**src/rtl/upb_pkg.sv**
```systemverilog
package upb_pkg;

    typedef enum logic [1:0] {
        ST_IDLE  = 2'd0,
        ST_WPOST = 2'd1,
        ST_FETCH = 2'd2,
        ST_HOLD  = 2'd3
    } upb_state_e;

    typedef struct packed {
        logic ack;
        logic err_ack;
        logic retry;
    } upb_resp_t;

    function automatic upb_resp_t upb_resp_none();
        upb_resp_t r;
        r.ack     = 1'b0;
        r.err_ack = 1'b0;
        r.retry   = 1'b0;
        return r;
    endfunction

    function automatic upb_resp_t upb_resp_retry();
        upb_resp_t r;
        r       = upb_resp_none();
        r.retry = 1'b1;
        return r;
    endfunction

    function automatic upb_resp_t upb_resp_done(input logic failed);
        upb_resp_t r;
        r         = upb_resp_none();
        r.ack     = !failed;
        r.err_ack = failed;
        return r;
    endfunction

endpackage

```
**src/rtl/upb_cmd_reg.sv**
```systemverilog
module upb_cmd_reg #(
    parameter int ADDR_W = 32,
    parameter int DATA_W = 32,
    parameter int BE_W   = DATA_W / 8
) (
    input  logic              clk,
    input  logic              rst,
    input  logic              load,
    input  logic              in_rnw,
    input  logic [ADDR_W-1:0] in_addr,
    input  logic [BE_W-1:0]   in_be,
    input  logic [DATA_W-1:0] in_wdata,
    input  logic              ready,
    output logic              valid,
    output logic              cmd_rnw,
    output logic [ADDR_W-1:0] cmd_addr,
    output logic [BE_W-1:0]   cmd_be,
    output logic [DATA_W-1:0] cmd_wdata
);

    always_ff @(posedge clk) begin
        if (rst) begin
            valid     <= 1'b0;
            cmd_rnw   <= 1'b0;
            cmd_addr  <= '0;
            cmd_be    <= '0;
            cmd_wdata <= '0;
        end else if (load) begin
            valid     <= 1'b1;
            cmd_rnw   <= in_rnw;
            cmd_addr  <= in_addr;
            cmd_be    <= in_be;
            cmd_wdata <= in_rnw ? '0 : in_wdata;
        end else if (valid && ready) begin
            valid <= 1'b0;
        end
    end

endmodule

```
**src/rtl/upb_pf_buf.sv**
```systemverilog
module upb_pf_buf #(
    parameter int DATA_W     = 32,
    parameter int PF_TIMEOUT = 256
) (
    input  logic              clk,
    input  logic              rst,
    input  logic              fill,
    input  logic [DATA_W-1:0] fill_data,
    input  logic              fill_err,
    input  logic              clear,
    input  logic              holding,
    output logic [DATA_W-1:0] data,
    output logic              err,
    output logic              expired
);

    localparam int TW = $clog2(PF_TIMEOUT + 1);
    localparam logic [TW-1:0] LAST = TW'(PF_TIMEOUT - 1);

    logic [TW-1:0] age;

    assign expired = (age == LAST);

    always_ff @(posedge clk) begin
        if (rst) begin
            data <= '0;
            err  <= 1'b0;
            age  <= '0;
        end else if (fill) begin
            data <= fill_data;
            err  <= fill_err;
            age  <= '0;
        end else if (clear) begin
            data <= '0;
            err  <= 1'b0;
            age  <= '0;
        end else if (holding && !expired) begin
            age <= age + 1'b1;
        end
    end

endmodule

```
**src/rtl/upb_ctrl.sv**
```systemverilog
module upb_ctrl
    import upb_pkg::*;
#(
    parameter int ADDR_W = 32
) (
    input  logic              clk,
    input  logic              rst,
    input  logic              req,
    input  logic              rnw,
    input  logic [ADDR_W-1:0] addr,
    input  logic [ADDR_W-1:0] pf_addr,
    input  logic              pf_err,
    input  logic              pf_expired,
    input  logic              dn_done,
    output upb_state_e        state,
    output upb_resp_t         resp,
    output logic              cmd_load,
    output logic              pf_fill,
    output logic              pf_clear
);

    upb_state_e nxt;
    logic       hit;

    assign hit = req && rnw && (addr == pf_addr);

    always_comb begin
        nxt      = state;
        resp     = upb_resp_none();
        cmd_load = 1'b0;
        pf_fill  = 1'b0;
        pf_clear = 1'b0;
        unique case (state)
            ST_IDLE: begin
                if (req) begin
                    cmd_load = 1'b1;
                    if (rnw) begin
                        resp = upb_resp_retry();
                        nxt  = ST_FETCH;
                    end else begin
                        resp = upb_resp_done(1'b0);
                        nxt  = ST_WPOST;
                    end
                end
            end
            ST_WPOST: begin
                if (req) resp = upb_resp_retry();
                if (dn_done) nxt = ST_IDLE;
            end
            ST_FETCH: begin
                if (req) resp = upb_resp_retry();
                if (dn_done) begin
                    pf_fill = 1'b1;
                    nxt     = ST_HOLD;
                end
            end
            ST_HOLD: begin
                if (hit) begin
                    resp     = upb_resp_done(pf_err);
                    pf_clear = 1'b1;
                    nxt      = ST_IDLE;
                end else begin
                    if (req) resp = upb_resp_retry();
                    if (pf_expired) begin
                        pf_clear = 1'b1;
                        nxt      = ST_IDLE;
                    end
                end
            end
            default: nxt = ST_IDLE;
        endcase
    end

    always_ff @(posedge clk) begin
        if (rst) state <= ST_IDLE;
        else     state <= nxt;
    end

endmodule

```
**src/rtl/upb_bridge_slave.sv**
```systemverilog
module upb_bridge_slave
    import upb_pkg::*;
#(
    parameter int ADDR_W     = 32,
    parameter int DATA_W     = 32,
    parameter int BE_W       = DATA_W / 8,
    parameter int PF_TIMEOUT = 256
) (
    input  logic              clk,
    input  logic              rst,
    input  logic              up_req,
    input  logic              up_rnw,
    input  logic [ADDR_W-1:0] up_addr,
    input  logic [BE_W-1:0]   up_be,
    input  logic [DATA_W-1:0] up_wdata,
    output logic              up_ack,
    output logic              up_err_ack,
    output logic              up_retry,
    output logic [DATA_W-1:0] up_rdata,
    output logic              up_tout_sup,
    output logic              dn_cmd_valid,
    input  logic              dn_cmd_ready,
    output logic              dn_cmd_rnw,
    output logic [ADDR_W-1:0] dn_cmd_addr,
    output logic [BE_W-1:0]   dn_cmd_be,
    output logic [DATA_W-1:0] dn_cmd_wdata,
    input  logic              dn_done,
    input  logic              dn_err,
    input  logic [DATA_W-1:0] dn_rdata
);

    upb_state_e        st;
    upb_resp_t         resp;
    logic              cmd_load;
    logic              pf_fill;
    logic              pf_clear;
    logic [DATA_W-1:0] pf_data;
    logic              pf_err;
    logic              pf_expired;

    upb_ctrl #(.ADDR_W(ADDR_W)) u_ctrl (
        .clk        (clk),
        .rst        (rst),
        .req        (up_req),
        .rnw        (up_rnw),
        .addr       (up_addr),
        .pf_addr    (dn_cmd_addr),
        .pf_err     (pf_err),
        .pf_expired (pf_expired),
        .dn_done    (dn_done),
        .state      (st),
        .resp       (resp),
        .cmd_load   (cmd_load),
        .pf_fill    (pf_fill),
        .pf_clear   (pf_clear)
    );

    upb_cmd_reg #(.ADDR_W(ADDR_W), .DATA_W(DATA_W), .BE_W(BE_W)) u_cmd (
        .clk       (clk),
        .rst       (rst),
        .load      (cmd_load),
        .in_rnw    (up_rnw),
        .in_addr   (up_addr),
        .in_be     (up_be),
        .in_wdata  (up_wdata),
        .ready     (dn_cmd_ready),
        .valid     (dn_cmd_valid),
        .cmd_rnw   (dn_cmd_rnw),
        .cmd_addr  (dn_cmd_addr),
        .cmd_be    (dn_cmd_be),
        .cmd_wdata (dn_cmd_wdata)
    );

    upb_pf_buf #(.DATA_W(DATA_W), .PF_TIMEOUT(PF_TIMEOUT)) u_pf (
        .clk       (clk),
        .rst       (rst),
        .fill      (pf_fill),
        .fill_data (dn_rdata),
        .fill_err  (dn_err),
        .clear     (pf_clear),
        .holding   (st == ST_HOLD),
        .data      (pf_data),
        .err       (pf_err),
        .expired   (pf_expired)
    );

    assign up_ack      = resp.ack;
    assign up_err_ack  = resp.err_ack;
    assign up_retry    = resp.retry;
    assign up_rdata    = resp.ack ? pf_data : '0;
    assign up_tout_sup = 1'b0;

endmodule

```
**config.mk**
```make
export PLATFORM = sky130hd
export DESIGN_NAME = upb_bridge_slave
export DESIGN_NICKNAME = d
export VERILOG_FILES = /design/src/rtl/upb_pkg.sv /design/src/rtl/upb_cmd_reg.sv /design/src/rtl/upb_pf_buf.sv /design/src/rtl/upb_ctrl.sv /design/src/rtl/upb_bridge_slave.sv
export SDC_FILE = /design/constraint.sdc
export NUM_CORES = 1
export LEC_CHECK = 0
export BUFFER_PORTS_ARGS = -buffer_cell sky130_fd_sc_hd__buf_2
export CORE_AREA = 4 4 131 96
export DETAILED_ROUTE_END_ITERATION = 6
export DIE_AREA = 0 0 135 100
export PLACE_DENSITY = 0.76
export RECOVER_POWER = 100
export SYNTH_ARGS = -nofsm -noshare
export SYNTH_HDL_FRONTEND = slang
export SYNTH_SLANG_ARGS = --single-unit
```
**constraint.sdc**
```tcl
create_clock -name clk -period 2.3 [get_ports clk]
set_clock_uncertainty 0.05 [all_clocks]
set_input_delay 0.23 -clock clk [delete_from_list [all_inputs] [get_ports clk]]
set_output_delay 0.23 -clock clk [all_outputs]
set_load 0.01 [all_outputs]
```
[After elaboration in Yosys (flattened, before gate mapping)]
Cells that the tools add are included.
Cells by class
  $add $sub $neg: 1
  multiply operators: 0
  div/mod/pow operators: 0
  magnitude comparators: 0
  equality and inequality tests: 9
  shift-type cells: 0
  muxes and demuxes: 27
  bitwise logic cells: 0
  reductions and logical operators: 12
Operators with widths (number)
  $mux W32: 4
  $eq A32 B32 Y1: 1
  $mux W1: 12
  $mux W2: 6
  $add A9 B1 Y9 const B: 1
  $eq A9 B8 Y1 const B: 1
  $mux W3: 3
  $pmux W3 S3: 1
  $pmux W2 S4: 1
  $ne A2 B2 Y1 const B: 3
  $eq A2 B2 Y1 const B: 2
  $logic_and A1 B1 Y1: 4
  $reduce_and A4 Y1: 1
  $reduce_bool A2 Y1: 2
  $ne A3 B3 Y1 const B: 1
  $reduce_or A3 Y1: 1
  $eq A2 B1 Y1 const B: 1
  $logic_not A1 Y1: 2
  $logic_not A2 Y1: 1
  $reduce_or A2 Y1: 1
Storage, ports and cells
  flip-flop bits (word level): 114
  latch bits: 0
  memory bits (writable): 0
  bits in read-only memories: 0
  bits of input ports: 107
  output and inout bits: 106
  word-level logic and storage cells: 58
  memories kept: 0

[Longest topological paths before layout]
  word-level depth: 6
  gate-level depth with buffers: 11
  mapped depth without buffers: 11

[Modules after synthesis]
Synthesis repeated with hierarchy kept, for this count alone.
Second synthesis, totals
  cell total of the unflattened synthesis: 526
  area, all modules: 5159.9 µm²
By module, submodules not included
  upb_cmd_reg: times used 1, cells an instance 265, area each 2678.8 µm², sequential area each 1401.3 µm²
  upb_pf_buf: times used 1, cells an instance 127, area each 1482.7 µm², sequential area each 840.8 µm²
  upb_ctrl: times used 1, cells an instance 96, area each 725.7 µm², sequential area each 40.0 µm²
  upb_bridge_slave: times used 1, cells an instance 38, area each 272.8 µm², sequential area each 0.0 µm²

[Least setup slack after synthesis]
OpenSTA, ideal clock, no wires.
  path type: reg2out
  from: reg u_cmd.cmd_addr[27]
  to: out up_rdata[22]
  arrival: 2.180 ns
  required time: 2.020 ns
  path slack: -0.160 ns
  cell stages (with the launch flop): 8
  path buffers: 1
  cell sequence: dfxtp_1 > xnor2_1 > o2111ai_1 > or4_4 > nor4_4 > a22o_4 > buf_4 > and2_1
Between the ends
  word-level cells in the longest chain between the ends: 5
RTL lines
  start, declared: line upb_cmd_reg.sv:16  | output logic [ADDR_W-1:0] cmd_addr,
  start signal, assigned: line upb_cmd_reg.sv:31  | cmd_addr <= in_addr;
  $eq A32 B32 Y1: line upb_ctrl.sv:25  | assign hit = req && rnw && (addr == pf_addr);
  $logic_and A1 B1 Y1: line upb_ctrl.sv:25
  $mux W3: line upb_ctrl.sv:58  | if (hit) begin
  $pmux W3 S3: line upb_ctrl.sv:33  | unique case (state)
  named net up_ack: line upb_bridge_slave.sv:16  | output logic up_ack,
  $mux W32: line upb_bridge_slave.sv:90  | assign up_rdata = resp.ack ? pf_data : '0;
  end, declared: line upb_bridge_slave.sv:19  | output logic [DATA_W-1:0] up_rdata,
The timed path passes the listed nets, and every way through them passes these cells.

[Worst setup path after layout]
  from: reg u_cmd.cmd_addr[19]
  to: out up_rdata[4]
Between the ends
  word-level cells in the longest chain between the ends: 5
RTL lines (line)
  $eq A32 B32 Y1: upb_ctrl.sv:25
  $logic_and A1 B1 Y1: upb_ctrl.sv:25
  $mux W3: upb_ctrl.sv:58
  $pmux W3 S3: upb_ctrl.sv:33
  $mux W32: upb_bridge_slave.sv:90
Every way passes these cells.

==> metrics <==
status=finished, violations left; failing checks=negative setup slack; clk_lat worst skew=0.40 ns; drc violations=0; P per Cell Area=964.9 nW/um^2; final hold violations=0; non-filler instance count after layout=962; # clock sinks=roughly 110; final instance area=between 7000 and 8000 um^2; slowest CP cell=dfxtp_2; dominant cell by count in the synthesized netlist=nand2_1; placed insts=884; area growth from synthesis to layout=55.37%; Synth Warn #=0; vias in the first global route=slightly below 5,000; worst setup path category=reg2out; critical-path maximum fanout=8; CP peak stage delay=about 0.33 ns; die width=135 um; hold_ws=approximately 0.014 ns; prevailing post-synth register cell=dfxtp_1; Syn Area/Cell=about 9 um^2; Tmin final=2.695 ns; root buffer cell=clkbuf_16; initial drt markers=284; drt total wl=~16,000 um; Cells after Synth=540; Rows=33; FMAX=about 0.37 GHz; Worst-path clk slew=around 0.050 ns; fin worst setup slack=-0.3947 ns; Vias=4,988; DR WL/cell=approximately 17 um; area of the core=~11,000 um^2; GPL Wtd Cong=between 0.7 and 0.8; FF-to-FF path depth=10; worst min path class=in2reg; total power=between 7 and 8 mW; Distinct cells, synth=37; Starting Density=0.4207; most used cell, CP=buf_6; most instantiated cells after synthesis=115 x nand2_1, 114 x dfxtp_1, 76 x a21oi_1; crit path capture type=output pin; largest net degree at the start of global routing=74; WHS Path Cells=2; flops & latches, synth=114; Fillers=roughly 900; CTS tree=done; FFs w/ async S/R, synth=0; htree depth=4; post-layout util=0.6537; Post-Syn Area=around 4800 um^2; initial antenna violation count=0; DRT Pass-1 Iters=5; PortBufs=about 210; Worst setup SP type=register; Max-Cap Viols=0; CP Data Required Time=2.02 ns; Peak VDD IR=about 0.52 mV; period utilization=1.172; pre-CTS setup slack=-0.03381 ns; vias per cell=5.185; worst rel slew slack=0.4783; Placed Instance Area=roughly 6000 um^2; post-synth top area cell=dfxtp_1; Post-synth EDFFs=0; die footprint=between 10,000 and 15,000 um^2; RSZ-0062 raised after global routing=yes; Antenna Nets Post-Route=0; Synth area leaders=dfxtp_1 48%, nand2_1 9.0%, a21oi_1 8.0%; Slew @ Worst Pin=just under 0.8 ns; Top Ports=about 210; Crit path arrival time=2.41 ns; P_leak=roughly 3.2 nW; Tot GR Track Use=0.2135; first-pass GRT wire length=approximately 23,000 um; clock buffer depth=2; Yosys top cell area share=0.4777; sequential cell area fraction in the yosys report=0.4777; cts bufs inserted=17; cells along the critical path=xor2_2 > nor4_2 > nand4_1 > buf_6 > nor4_4 > buf_6 > a22o_4 > and2_4 > buf_6; final setup fails=36; Setup TNS=-12.58 ns; Synthesized Nets=roughly 650; fraction of layout cells with a size suffix above 1=0.3665; Die H=100 um; final-stage net count=roughly 910; total grt overflow=0; ant diodes=0; half-perimeter wire length after placement=9551 um; Slew Viols, Final=0
## per-layer routing
layer / share of wire / vias to the layer above / global-route usage
met4: 0.033 / 0 / 0.07204
met1: 0.39 / 2360 / 0.2587
met2: 0.50 / 231 / 0.3611
met5: 0 / - / 0
li1: - / 2351 / -
met3: 0.075 / 46 / 0.06914
## final timing paths
check / startpoint / end / slack (ns)
max: u_cmd.cmd_addr[19] / up_rdata[4] / -0.39
max reg2reg: u_cmd.cmd_addr[19] / u_pf.data[9] / -0.01
min reg2reg: u_cmd.cmd_wdata[9] / u_cmd.cmd_wdata[9] / 0.40
min: dn_rdata[2] / u_pf.data[2] / 0.01
## placed cells by master, fill, tap and decap left out, types with 6 or more instances in the layout
master / Yosys / layout
buf_2: 0 / 141
nand2_1: 115 / 113
dfxtp_1: 114 / 101
a21oi_1: 76 / 76
clkbuf_1: 27 / 43
a22o_1: 33 / 33
nand3b_1: 32 / 32
buf_6: 3 / 32
dlygate4sd3_1: 0 / 31
and2_4: 0 / 28
xor2_1: 29 / 24
clkbuf_16: 0 / 17
buf_4: 4 / 16
dfxtp_2: 0 / 12
inv_1: 7 / 7
nor3_1: 7 / 7
and2_1: 36 / 7
ha_1: 7 / 6
## flip-flops by register name, indices dropped and copies added (netlist names)
register / flops
u_cmd.cmd_addr: 32
u_cmd.cmd_be: 4
u_cmd.cmd_rnw: 1
u_cmd.cmd_wdata: 32
u_cmd.valid: 1
u_ctrl.state: 2
u_pf.age: 9
u_pf.data: 32
u_pf.err: 1
## area by class of cell
cell class / count / area, um^2 / area share
repair buffers: 263 / 1685 / 0.2271
inverters: 7 / 26.28 / 0.003540
multi-input cells: 390 / 2605 / 0.3510
clock inverters: 11 / 161.4 / 0.02175
well taps: 157 / 196.4 / 0.02647
clock buffers: 20 / 446.7 / 0.06018
flip-flops and latches: 114 / 2301 / 0.3100
## cell families (layout without fill, tap and decap cells)
kind of cell | Yosys count | after routing | synth area share
buffers and inverters | 43 | 301 | 0.04165
AND/OR/NAND/NOR | 219 | 222 | 0.2342
adder cells (fa/ha/maj) | 7 | 7 | 0.01833
AO/OA/AOI/OAI | 118 | 122 | 0.1572
multiplexers | 2 | 2 | 0.004191
flip-flops | 114 | 114 | 0.4777
other | 1 | 1 | 0.0007850
XOR/XNOR | 36 | 36 | 0.06600
## critical path, delay by kind of cell (launching register included)
kind	cells	cell delay (ns)
XOR/XNOR	1	0.15
AND/OR/NAND/NOR	4	0.88
buffers and inverters	3	0.45
AO/OA/AOI/OAI	1	0.20
flip-flops	1	0.33
## report_power, final
part,total (mW),switching (mW),internal (mW)
clock network,2.71,0.884,1.82
logic,1.97,1.21,0.761
registers,2.48,0.214,2.26
## timing repair
item	CTS	global route
hold buffers	31	0
setup endpoints to repair	35	71
resized for setup	21	86
setup buffers	3	7
gates cloned	4	3
endpoints found under the hold margin	31	0
pin swaps	61	42
Power figures use the tool's default switching activity.
